File: config.mk
export PLATFORM = sky130hd
export DESIGN_NAME = scope_regfile
export DESIGN_NICKNAME = d
export VERILOG_FILES = /design/src/rtl/scope_pkg.sv /design/src/rtl/scope_seq.sv /design/src/rtl/scope_store.sv /design/src/rtl/scope_regfile.sv
export SDC_FILE = /design/constraint.sdc
export NUM_CORES = 1
export LEC_CHECK = 0
export ABC_CLOCK_PERIOD_IN_PS = 4150
export BUFFER_PORTS_ARGS = -buffer_cell sky130_fd_sc_hd__buf_2
export CORE_MARGIN = 2
export CORE_UTILIZATION = 50
export CTS_CLUSTER_DIAMETER = 50
export CTS_CLUSTER_SIZE = 12
export DETAILED_ROUTE_END_ITERATION = 8
export PLACE_DENSITY = 0.69
export SYNTH_ARGS = -nofsm -noshare
export SYNTH_HDL_FRONTEND = slang
export SYNTH_HIERARCHICAL = 1
export SYNTH_SLANG_ARGS = --single-unit
File: constraint.sdc
create_clock -name clk -period 4.15 [get_ports clk]
set_input_delay 0.415 -clock clk [delete_from_list [all_inputs] [get_ports clk]]
set_output_delay 0.415 -clock clk [all_outputs]
set_load 0.005 [all_outputs]
File: src/rtl/scope_pkg.sv
package scope_pkg;

  // Sequencer state of the transfer engine
  typedef enum logic [1:0] {
    ST_IDLE = 2'd0,
    ST_PUT  = 2'd1,   // writing a group out to memory
    ST_GET  = 2'd2    // filling a group from memory
  } seqState_t;

  // Strobes from the sequencer to the register store
  typedef struct packed {
    logic userWr;   // accept the port write this cycle
    logic fillWr;   // store memRdata into the addressed slot
    logic finish;   // last beat of an operation: clear dirty, record frame
  } seqStrobe_t;

endpackage

File: src/rtl/scope_seq.sv
module scope_seq
  import scope_pkg::*;
#(
  parameter int ADDR_W = 16,
  parameter int SLOTS  = 8,
  localparam int IDX_W = $clog2(SLOTS)
) (
  input  logic              clk,
  input  logic              rstN,
  input  logic              cmdValid,
  input  logic              cmdLoad,
  input  logic              cmdGroup,
  input  logic [ADDR_W-1:0] cmdFrame,
  input  logic              wrEn,
  input  logic              dirtyB,
  input  logic [ADDR_W-1:0] tagB,
  output seqStrobe_t        strobe,
  output logic              opGroup,
  output logic [IDX_W-1:0]  opIdx,
  output logic [ADDR_W-1:0] opFrame,
  output logic              busy,
  output logic              memReq,
  output logic              memWe,
  output logic [ADDR_W-1:0] memAddr
);

  seqState_t         state;
  logic [IDX_W-1:0]  beat;
  logic              grp;
  logic              isLoad;
  logic [ADDR_W-1:0] frame;
  logic [ADDR_W-1:0] base;
  logic              lastBeat;

  assign lastBeat = (beat == IDX_W'(SLOTS - 1));

  always_ff @(posedge clk) begin
    if (!rstN) begin
      state  <= ST_IDLE;
      beat   <= '0;
      grp    <= 1'b0;
      isLoad <= 1'b0;
      frame  <= '0;
      base   <= '0;
    end else begin
      unique case (state)
        ST_IDLE: begin
          if (cmdValid) begin
            grp    <= cmdGroup;
            isLoad <= cmdLoad;
            frame  <= cmdFrame;
            beat   <= '0;
            if (!cmdLoad) begin
              state <= ST_PUT;
              base  <= cmdFrame;
            end else if (cmdGroup && dirtyB) begin
              state <= ST_PUT;   // write back old outer frame first
              base  <= tagB;
            end else begin
              state <= ST_GET;
              base  <= cmdFrame;
            end
          end
        end
        ST_PUT: begin
          beat <= beat + 1'b1;
          if (lastBeat) begin
            beat <= '0;
            if (isLoad) begin
              state <= ST_GET;
              base  <= frame;
            end else begin
              state <= ST_IDLE;
            end
          end
        end
        ST_GET: begin
          beat <= beat + 1'b1;
          if (lastBeat) begin
            beat  <= '0;
            state <= ST_IDLE;
          end
        end
        default: state <= ST_IDLE;
      endcase
    end
  end

  always_comb begin
    strobe.userWr = (state == ST_IDLE) && wrEn && !cmdValid;
    strobe.fillWr = (state == ST_GET);
    strobe.finish = lastBeat &&
                    ((state == ST_GET) || ((state == ST_PUT) && !isLoad));
  end

  assign opGroup = grp;
  assign opIdx   = beat;
  assign opFrame = frame;
  assign busy    = (state != ST_IDLE);
  assign memReq  = busy;
  assign memWe   = (state == ST_PUT);
  assign memAddr = base + ADDR_W'(beat);

endmodule

File: src/rtl/scope_store.sv
module scope_store
  import scope_pkg::*;
#(
  parameter int DATA_W = 16,
  parameter int ADDR_W = 16,
  parameter int SLOTS  = 8,
  localparam int IDX_W = $clog2(SLOTS),
  localparam int GROUPS = 2
) (
  input  logic              clk,
  input  logic              rstN,
  input  seqStrobe_t        strobe,
  input  logic              opGroup,
  input  logic [IDX_W-1:0]  opIdx,
  input  logic [ADDR_W-1:0] opFrame,
  input  logic              wrGroup,
  input  logic [IDX_W-1:0]  wrIdx,
  input  logic [DATA_W-1:0] wrData,
  input  logic [DATA_W-1:0] memRdata,
  input  logic              rdGroup,
  input  logic [IDX_W-1:0]  rdIdx,
  output logic [DATA_W-1:0] rdData,
  output logic [DATA_W-1:0] memWdata,
  output logic [DATA_W-1:0] outerLink,
  output logic [DATA_W-1:0] homeLink,
  output logic [GROUPS-1:0] groupDirty,
  output logic [ADDR_W-1:0] tagB
);

  logic [DATA_W-1:0] grpRd  [GROUPS];
  logic [DATA_W-1:0] grpOut [GROUPS];

  for (genvar g = 0; g < GROUPS; g++) begin : gGroup
    logic [DATA_W-1:0] slot [SLOTS];
    logic              hitWr;
    logic              hitOp;

    assign hitWr = strobe.userWr && (wrGroup == 1'(g));
    assign hitOp = (opGroup == 1'(g));

    always_ff @(posedge clk) begin
      if (!rstN) begin
        for (int i = 0; i < SLOTS; i++) slot[i] <= '0;
      end else if (hitWr) begin
        slot[wrIdx] <= wrData;
      end else if (strobe.fillWr && hitOp) begin
        slot[opIdx] <= memRdata;
      end
    end

    always_ff @(posedge clk) begin
      if (!rstN)                        groupDirty[g] <= 1'b0;
      else if (hitWr)                   groupDirty[g] <= 1'b1;
      else if (strobe.finish && hitOp)  groupDirty[g] <= 1'b0;
    end

    assign grpRd[g]  = slot[rdIdx];
    assign grpOut[g] = slot[opIdx];

    if (g == 0) begin : gLinks
      assign outerLink = slot[0];
      assign homeLink  = slot[1];
    end
  end

  // Frame that group B currently mirrors; target of its write-back
  always_ff @(posedge clk) begin
    if (!rstN)                            tagB <= '0;
    else if (strobe.finish && opGroup)    tagB <= opFrame;
  end

  assign rdData   = grpRd[rdGroup];
  assign memWdata = grpOut[opGroup];

endmodule

File: src/rtl/scope_regfile.sv
module scope_regfile
  import scope_pkg::*;
#(
  parameter int DATA_W = 16,
  parameter int ADDR_W = 16,
  parameter int SLOTS  = 8,
  localparam int IDX_W = $clog2(SLOTS)
) (
  input  logic              clk,
  input  logic              rstN,
  input  logic              rdGroup,
  input  logic [IDX_W-1:0]  rdIdx,
  output logic [DATA_W-1:0] rdData,
  input  logic              wrEn,
  input  logic              wrGroup,
  input  logic [IDX_W-1:0]  wrIdx,
  input  logic [DATA_W-1:0] wrData,
  input  logic              cmdValid,
  input  logic              cmdLoad,
  input  logic              cmdGroup,
  input  logic [ADDR_W-1:0] cmdFrame,
  output logic              busy,
  output logic [1:0]        groupDirty,
  output logic [DATA_W-1:0] outerLink,
  output logic [DATA_W-1:0] homeLink,
  output logic              memReq,
  output logic              memWe,
  output logic [ADDR_W-1:0] memAddr,
  output logic [DATA_W-1:0] memWdata,
  input  logic [DATA_W-1:0] memRdata
);

  seqStrobe_t        strobe;
  logic              opGroup;
  logic [IDX_W-1:0]  opIdx;
  logic [ADDR_W-1:0] opFrame;
  logic [ADDR_W-1:0] tagB;

  scope_seq #(.ADDR_W(ADDR_W), .SLOTS(SLOTS)) u_seq (
    .clk      (clk),
    .rstN     (rstN),
    .cmdValid (cmdValid),
    .cmdLoad  (cmdLoad),
    .cmdGroup (cmdGroup),
    .cmdFrame (cmdFrame),
    .wrEn     (wrEn),
    .dirtyB   (groupDirty[1]),
    .tagB     (tagB),
    .strobe   (strobe),
    .opGroup  (opGroup),
    .opIdx    (opIdx),
    .opFrame  (opFrame),
    .busy     (busy),
    .memReq   (memReq),
    .memWe    (memWe),
    .memAddr  (memAddr)
  );

  scope_store #(.DATA_W(DATA_W), .ADDR_W(ADDR_W), .SLOTS(SLOTS)) u_store (
    .clk        (clk),
    .rstN       (rstN),
    .strobe     (strobe),
    .opGroup    (opGroup),
    .opIdx      (opIdx),
    .opFrame    (opFrame),
    .wrGroup    (wrGroup),
    .wrIdx      (wrIdx),
    .wrData     (wrData),
    .memRdata   (memRdata),
    .rdGroup    (rdGroup),
    .rdIdx      (rdIdx),
    .rdData     (rdData),
    .memWdata   (memWdata),
    .outerLink  (outerLink),
    .homeLink   (homeLink),
    .groupDirty (groupDirty),
    .tagB       (tagB)
  );

endmodule

Yosys cells after proc, flatten, opt, wreduce, memory -nomap -nowiden. Memory sizes are Yosys's and may differ from the RTL's. A register that Yosys moved wholly into a read port is not among the register bits. Cells that the tools add are included.

RAM bits: 256. Memories kept: 2. Bits of input ports: 62. Flip-flop bits (word level): 57. Word-level logic and storage cells: 112.

Memory list: u_store.gGroup[0].slot (words 8, width 16, read ports 4, clocked after Yosys merged registers in 1, write ports 8, RTL line scope_store.sv:34) `logic [DATA_W-1:0] slot [SLOTS];`; u_store.gGroup[1].slot (words 8, width 16, read ports 2, clocked after Yosys merged registers in 1, write ports 8, RTL line scope_store.sv:34).

Mux-type cells: 57. Magnitude comparators: 2. Bitwise gates (word level): 4. Reductions and logical operators: 29. $add $sub $neg: 2. Equal/unequal tests: 7.

Operators by type and width (count): $mux 16 (15); $reduce_or 16->1 (4); $pmux 16 s2 (1); $mux 3 (10); $mux 1 (23); $add 16x3->16 (1); $mux 2 (6); $logic_and 1x1->1 (11); $reduce_bool 2->1 (5); $pmux 2 s3 (1); $pmux 3 s2 (1); $ge 2x2->1 const B (2); $ne 2x1->1 const B (2); $ne 2x2->1 const B (2); $not 1->2 (2); $reduce_and 2->1 (2); $reduce_and 4->1 (1); $add 3x1->3 const B (1); $eq 3x3->1 const B (1); $reduce_and 3->1 (1); $eq 2x1->1 const B (1); $eq 2x2->1 const B (1); $logic_not 1->1 (2); $logic_not 2->1 (1); 3 further kinds (4).

Depth between registers and ports, before layout. Gate-level depths: netlist of the first run.

Word-level depth: 10. Depth in mapped cells: 11.

Hierarchy. The synthesis of the first run kept the hierarchy.

By module, submodules not included: scope_store (cells an instance 1066, seq. area each 8047.7 µm², area an instance 14316.2 µm², instances 1); scope_seq (cells an instance 269, seq. area each 780.7 µm², area an instance 2198.4 µm², instances 1).

Least setup slack after synthesis of the first run. OpenSTA, ideal clock, no wires.

Path type: register to register. Start point: reg u_seq.state[0]. End point: mem u_store.gGroup[0].slot[1][0] (enable). Library setup time: 372 ps. Cell stages (with the launch flop): 12. Arrival: 2354 ps. Buffers on the path: 3. Required time: 3778 ps. Setup slack: 1425 ps. Cells stage by stage: dfxtp_1 > inv_1 > ha_1 > buf_6 > nor2b_4 > and2_1 > nor2b_2 > nor3_1 > buf_4 > a32oi_2 > buf_4 > nand2_1.

RTL lines: from (decl) (RTL line scope_seq.sv:27) `seqState_t state;`; from (signal assigned) (RTL line scope_seq.sv:39) `state <= ST_IDLE;`; from (signal assigned) (RTL line scope_seq.sv:54) `state <= ST_PUT;`; from (signal assigned) (RTL line scope_seq.sv:57) `state <= ST_PUT;`; to (decl) (RTL line scope_store.sv:34).

==> results.py, run 1 <==
metrics = {
    "run_status": {
        "status": "finished, final reports clean",
    },
    "power_and_ir_drop": {
        "p_leak_nw": 6.81,
        "finalPower_mw": 9.08,
        "p_per_area_mw_per_mm2": 484,
        "ir_drop_v": 0.000410,
    },
    "placement": {
        "place.gp.congestion": 0.869,
        "dpl.hpwl_mm": 31.5,
        "portBuffers": 146,
        "preCtsSetupSlack_ns": 1.01,
    },
    "route": {
        "drt_first_iter_violations": 1154,
        "routedWlPerCell_um": 25.2,
        "wirelength_mm": 48.5,
        "ant_nets": 0,
        "drc_errors": 0,
        "firstDrtPassIters": 5,
        "vias": 12100,
        "vias_per_cell": 6.29,
    },
    "logic_synthesis": {
        "synth-seq-area-share": 0.535,
        "syn_area_per_cell_um2": 12.4,
        "synth-edff-count": 256,
        "synthesis.area_mm2": 0.0165,
        "ys.flop_type": "edfxtp_1",
        "synth_nets": 1406,
        "postSynth.asyncResetShare": 0,
        "yosys_warnings": 6,
        "syn_inst": 1335,
        "synth-seq-cells": 313,
        "ys_types": 55,
    },
    "setup_path": {
        "path_cells": "nor2b_1, buf_4, a22oi_1, nand3_1, o21ai_0, buf_2",
        "crit_arrival_ns": 2.90,
        "crit_slowest_cell": "nor2b_1",
        "reg2reg_to": "u_store/gGroup[0].slot[0][13]",
        "cp_max_fo": 14,
        "required_ns": 3.73,
        "cp_num_buf_inv": 2,
        "crit_start": "u_seq/opIdx[1]",
        "critPathLaunchType": "flop",
        "path_class": "flop to output pin",
        "r2r_start": "u_seq/state[0]",
        "crit_path_end_kind": "output pin",
        "cpPeakStageDelay_ns": 0.68,
        "worstRegToRegCells": 9,
        "r2r_slack_ns": 0.97,
        "critPathTopFamily": "simple AND/OR/NAND/NOR gates",
    },
    "clock_tree": {
        "cts_tree": "done",
        "clkSinkCount": 313,
        "hold_buffers": 0,
        "post-cts-setup-buffers": 0,
        "clkTransAtPathRegs_ns": 0.06,
        "cts-buffers-inserted": 36,
        "cts_buffer_depth": 3,
        "clk_latency_ns": 0.52,
        "cts_resized": 0,
        "htreeDepth": 2,
        "cts-root-buf": "clkbuf_16",
    },
    "sta": {
        "setup_viol": 0,
        "min_period_ns": 3.31,
        "rsz0062_at_grt": "false",
        "holdWs_ns": 0.163,
        "slew_violations": 0,
        "finalHoldViolations": 0,
        "min_period_over_period": 0.799,
        "worst_slew_pin_slew_ns": 1.10,
        "skew_ns": 0.0167,
        "fmax_mhz": 302,
        "finalSetupTns_ns": 0,
        "fin_ws_ns": 0.836,
        "slew_headroom": 0.266,
    },
    "floorplan": {
        "start_util": 0.508,
        "io_pins": 147,
        "rows": 66,
        "die-width_um": 186,
        "die_h_um": 186,
        "dieArea_mm2": 0.0345,
        "core_mm2": 0.0325,
    },
    "finish": {
        "layout_commonest_cell": "nor2_1",
        "fin_util": 0.576,
        "syn2layout_area_growth_pct": 13.6,
        "layout_common_cells": "262 x nor2_1, 256 x edfxtp_1, 145 x buf_2",
        "drive_above_1_share": 0.248,
        "fin_nets": 1536,
        "antenna_cells": 0,
    },
    "worst_hold_path": {
        "hp-start": "cmdFrame[1]",
        "whs_endpoint": "u_seq/opFrame[1]",
        "holdPathStages": 3,
        "hold_class": "input port to flop",
    },
    "global_route": {
        "grt_antenna_before_repair": 0,
        "grt_pass1_vias": 12200,
        "grt_pass1_wl_mm": 72.2,
        "track_usage": 0.282,
        "grt_max_degree": 41,
        "gr-total-overflow": 0,
    },
    "flow_run": {
        "drv_cap": 0,
    },
}
[tightest hold or removal path, cell delays in order]
cell and delay (ns):
buf_2 0.10, nand2_1 0.04, a21boi_0 0.06
[cell usage after synthesis (6+ instances only)]
cell type | count | share of area
nor2_1 | 263 | 0.060
edfxtp_1 | 256 | 0.47
nand2_1 | 128 | 0.029
mux2i_1 | 114 | 0.069
mux4_2 | 96 | 0.13
a22oi_1 | 65 | 0.030
dfxtp_1 | 57 | 0.069
buf_2 | 40 | 0.012
a21oi_1 | 39 | 0.012
clkbuf_1 | 33 | 0.0075
nor2b_1 | 30 | 0.011
a21boi_0 | 28 | 0.013
nand3_1 | 22 | 0.0067
buf_4 | 19 | 0.0086
o21ai_0 | 17 | 0.0052
a22o_1 | 16 | 0.0085
xnor2_1 | 11 | 0.0058
and2_1 | 8 | 0.0030
ha_1 | 8 | 0.0061
o21ai_2 | 8 | 0.0042
a21boi_1 | 6 | 0.0027
inv_1 | 6 | 0.0014
[sequential cells by signal, indices dropped and copies added, names as in the netlist, 2 cells and up]
register / flops
u_seq/base: 16
u_seq/opFrame: 16
u_seq/opIdx: 3
u_store/gGroup.slot: 256
u_store/groupDirty: 2
u_store/tagB: 16
u_seq/state: 2
[cells by family after synthesis]
kind of cell,synth area share
buffers and inverters,0.0343
adder cells (fa/ha/maj),0.00727
XOR/XNOR,0.00742
multiplexers,0.200
AO/OA/AOI/OAI,0.0912
flip-flops,0.535
AND/OR/NAND/NOR,0.125
[where the power goes]
part           leakage (nW)  internal (mW)  switching, mW
clock network         0.537           1.76           1.23
logic                  3.16          0.966           1.25
registers              3.11           3.65          0.225
[cell type report]
class	count	area, µm²
clock buffers	45	997
multi-input cells	914	7130
inverters	6	22.5
well taps	442	553
flip-flops and latches	313	8830
clock inverters	11	91.3
repair buffers	194	1130
fillers	2722	13800
[per-layer routing]
layer,routed length [µm],vias to the layer above,track usage
met5,0,-,0
met4,2330,0,0.136
met3,4800,147,0.0556
met2,23100,735,0.457
met1,18300,5978,0.367
li1,-,5248,-
[stage by stage]
step | std cells | cell area [µm²]
5_1_grt | 1925 | 18800
3_5_place_dp | 1869 | 17700
4_1_cts | 1925 | 18800
2_1_floorplan | 1335 | 16500
6_report | 1925 | 18800
3_3_place_gp | 1869 | 17700
[worst max-delay path by stage]
stage | endpoint | slack [ns] | cells after the start
after CTS | memWdata[6] | 0.89 | 6
after global placement | u_store/gGroup[1].slot[5][8] | 1.00 | 9
final | memWdata[6] | 0.84 | 6
after floorplan | u_store/gGroup[0].slot[1][0] | 1.42 | 11
after global routing | u_store/gGroup[1].slot[5][1] | 0.74 | 9
after detailed placement | u_store/gGroup[1].slot[5][8] | 1.01 | 9
Note: power is estimated with default switching activity, not from simulation.
==> inputs of run 2 (changes only) <==
Settings changed: ABC_CLOCK_PERIOD_IN_PS 4150 to 2900, PLACE_DENSITY 0.69 to 0.71.
Clock period 4.15 ns to 2.9 ns, I/O delays scaled along.
==> run 2 against run 1 <==
  * Flip-flop and latch count unchanged
  * Sequential share of layout area fell by 1.2 points
  * Combinational power increased by 49%
  * Power is 47% higher
  * Critical path depth unchanged
  * Design area rose by 2.6%
  * Register-to-register slack got worse by 0.69 ns
  * Worst setup slack worse by 0.73 ns
  * Non-clock buffer count is 49 higher
  * Hold slack worse by 0.14 ns
  * Die area did not move
==> results.py, run 2 (synthesis gave the netlist of run 1 again) <==
metrics = {
    "run_status": {
        "status": "finished, final reports clean",
    },
    "sta": {
        "skew_ns": 0.0247,
        "slew_headroom": 0.494,
        "finalSetupTns_ns": 0,
        "worst_slew_pin_slew_ns": 0.756,
        "min_period_over_period": 0.964,
        "fmax_mhz": 358,
        "min_period_ns": 2.80,
        "finalHoldViolations": 0,
        "slew_violations": 0,
        "setup_viol": 0,
        "rsz0062_at_grt": "false",
    },
    "setup_path": {
        "cpPeakStageDelay_ns": 0.51,
        "required_ns": 2.61,
        "cp_max_fo": 18,
        "critPathTopFamily": "buffers and inverters",
        "r2r_start": "u_seq/state[0]",
        "crit_path_frequent_cell": "buf_4",
        "cp-endpoint": "memWdata[13]",
        "r2r_slack_ns": 0.28,
        "crit_arrival_ns": 2.51,
        "crit_start": "u_seq/opIdx[2]",
        "crit_slowest_cell": "dfxtp_4",
        "cp.depth": 6,
        "path_cells": "buf_4, buf_4, mux4_2, mux2i_1, o21ai_0, buf_2",
        "path_class": "flop to output pin",
        "crit_path_end_kind": "output pin",
        "critPathLaunchType": "flop",
        "reg2reg_to": "u_store/gGroup[1].slot[3][14]",
        "cp_num_buf_inv": 3,
        "worstRegToRegCells": 10,
    },
    "power_and_ir_drop": {
        "p_sw_mw": 3.96,
        "p_per_area_mw_per_mm2": 694,
        "comb_power_share": 0.248,
        "ir_drop_v": 0.000508,
        "finalPower_mw": 13.4,
        "seqPwrFrac": 0.416,
        "internal_power_mw": 9.39,
        "p_sw_frac": 0.297,
        "clkPwrFrac": 0.335,
        "p_leak_nw": 7.08,
    },
    "finish": {
        "antenna_cells": 0,
        "layout_commonest_cell": "nor2_1",
        "top_register": "u_store/gGroup.slot",
        "fillers": 2648,
        "largest_reg_flops": 256,
        "drive_above_1_share": 0.275,
        "syn2layout_area_growth_pct": 16.5,
        "fin_nets": 1586,
        "layout_common_cells": "263 x nor2_1, 256 x edfxtp_1, 145 x buf_2",
    },
    "floorplan": {
        "die-width_um": 186,
        "io_pins": 147,
        "rows": 66,
        "core_mm2": 0.0325,
        "dieArea_mm2": 0.0345,
        "start_util": 0.508,
        "die_h_um": 186,
    },
    "clock_tree": {
        "clk_latency_ns": 0.53,
        "cts-root-buf": "clkbuf_16",
        "cts_buffer_depth": 3,
        "clkTransAtPathRegs_ns": 0.06,
        "cts-buffers-inserted": 37,
        "cts_tree": "done",
        "clkSinkCount": 313,
        "hold_buffers": 0,
        "htreeDepth": 2,
    },
    "global_route": {
        "grt_pass1_vias": 12300,
        "grt_pass1_wl_mm": 71.9,
        "grt_max_degree": 65,
        "track_usage": 0.281,
        "gr-total-overflow": 0,
        "grt_antenna_before_repair": 0,
    },
    "placement": {
        "dpl.hpwl_mm": 31.3,
        "place.gp.congestion": 0.869,
        "portBuffers": 146,
    },
    "route": {
        "wirelength_mm": 48.6,
        "routedWlPerCell_um": 24.6,
        "drt_first_iter_violations": 1464,
        "firstDrtPassIters": 6,
        "drc_errors": 0,
        "vias_per_cell": 6.24,
        "ant_nets": 0,
        "vias": 12300,
    },
    "worst_hold_path": {
        "hold_class": "input port to flop",
    },
    "flow_run": {
        "drv_cap": 0,
    },
}
-- run 2: timing repair --
action,in CTS,in global routing
buffers inserted,1,0
gates resized for setup,0,3
setup endpoints to repair,8,5
-- run 2: layout make-up --
class | count | area, µm² | share of cell area
Timing Repair Buffer | 243 | 1550 | 0.0804
Sequential cell | 313 | 8840 | 0.459
Inverter | 6 | 22.5 | 0.00117
Multi-Input combinational cell | 914 | 7130 | 0.370
Clock inverter | 15 | 185 | 0.00962
Tap cell | 442 | 553 | 0.0287
Clock buffer | 43 | 971 | 0.0505
-- run 2: worst reg2reg max path, cell delays in order, from the launching register on --
cell and delay (ns):
dfxtp_1 0.36, inv_1 0.08, ha_1 0.22, nor2b_4 0.14, and2_1 0.17, and2_1 0.28
nor2_4 0.28, buf_12 0.20, mux2i_1 0.37, buf_4 0.23, nor2_1 0.05
-- run 2: power by group through the flow --
stage	logic [mW]	clock network (mW)	registers (mW)
floorplan	2.29	0	5.51
global placement	3.16	0	5.64
detailed placement	3.21	0	5.67
CTS	3.29	4.52	5.55
global route	3.55	4.69	5.60
finish	3.31	4.48	5.56
-- run 2: worst min path at each step --
stage | start | to | slack (ns) | depth (start not counted)
after floorplan | cmdFrame[0] | u_seq/opFrame[0] | 0.43 | 2
after global placement | u_store/tagB[4] | u_store/tagB[4] | 0.44 | 2
after detailed placement | u_store/tagB[1] | u_store/tagB[1] | 0.45 | 2
after CTS | cmdFrame[5] | u_seq/opFrame[5] | 0.01 | 3
after global routing | cmdFrame[0] | u_seq/opFrame[0] | 0.03 | 3
final | cmdFrame[5] | u_seq/opFrame[5] | 0.02 | 3
-- run 2: per-layer routing --
metal	wire, µm	track usage	share of wire	vias up
li1	-	-	-	5349
met1	17900	0.372	0.37	6029
met2	22900	0.450	0.47	810
met3	5590	0.0573	0.12	133
met4	2250	0.128	0.046	0
met5	0	0	0	-
-- run 2: per-stage QoR --
stage	std cells	instance area, µm²	util	hold slack [ns]	setup WS (ns)
final	1976	19200	0.591	0.0235	0.105
after global routing	1976	19200	0.591	0.0315	0.00474
after CTS	1976	19200	0.591	0.0146	0.0631
after detailed placement	1917	18100	0.555	0.446	0.296
after global placement	1917	18100	0.555	0.441	0.407
after floorplan	1335	16500	-	0.426	0.175
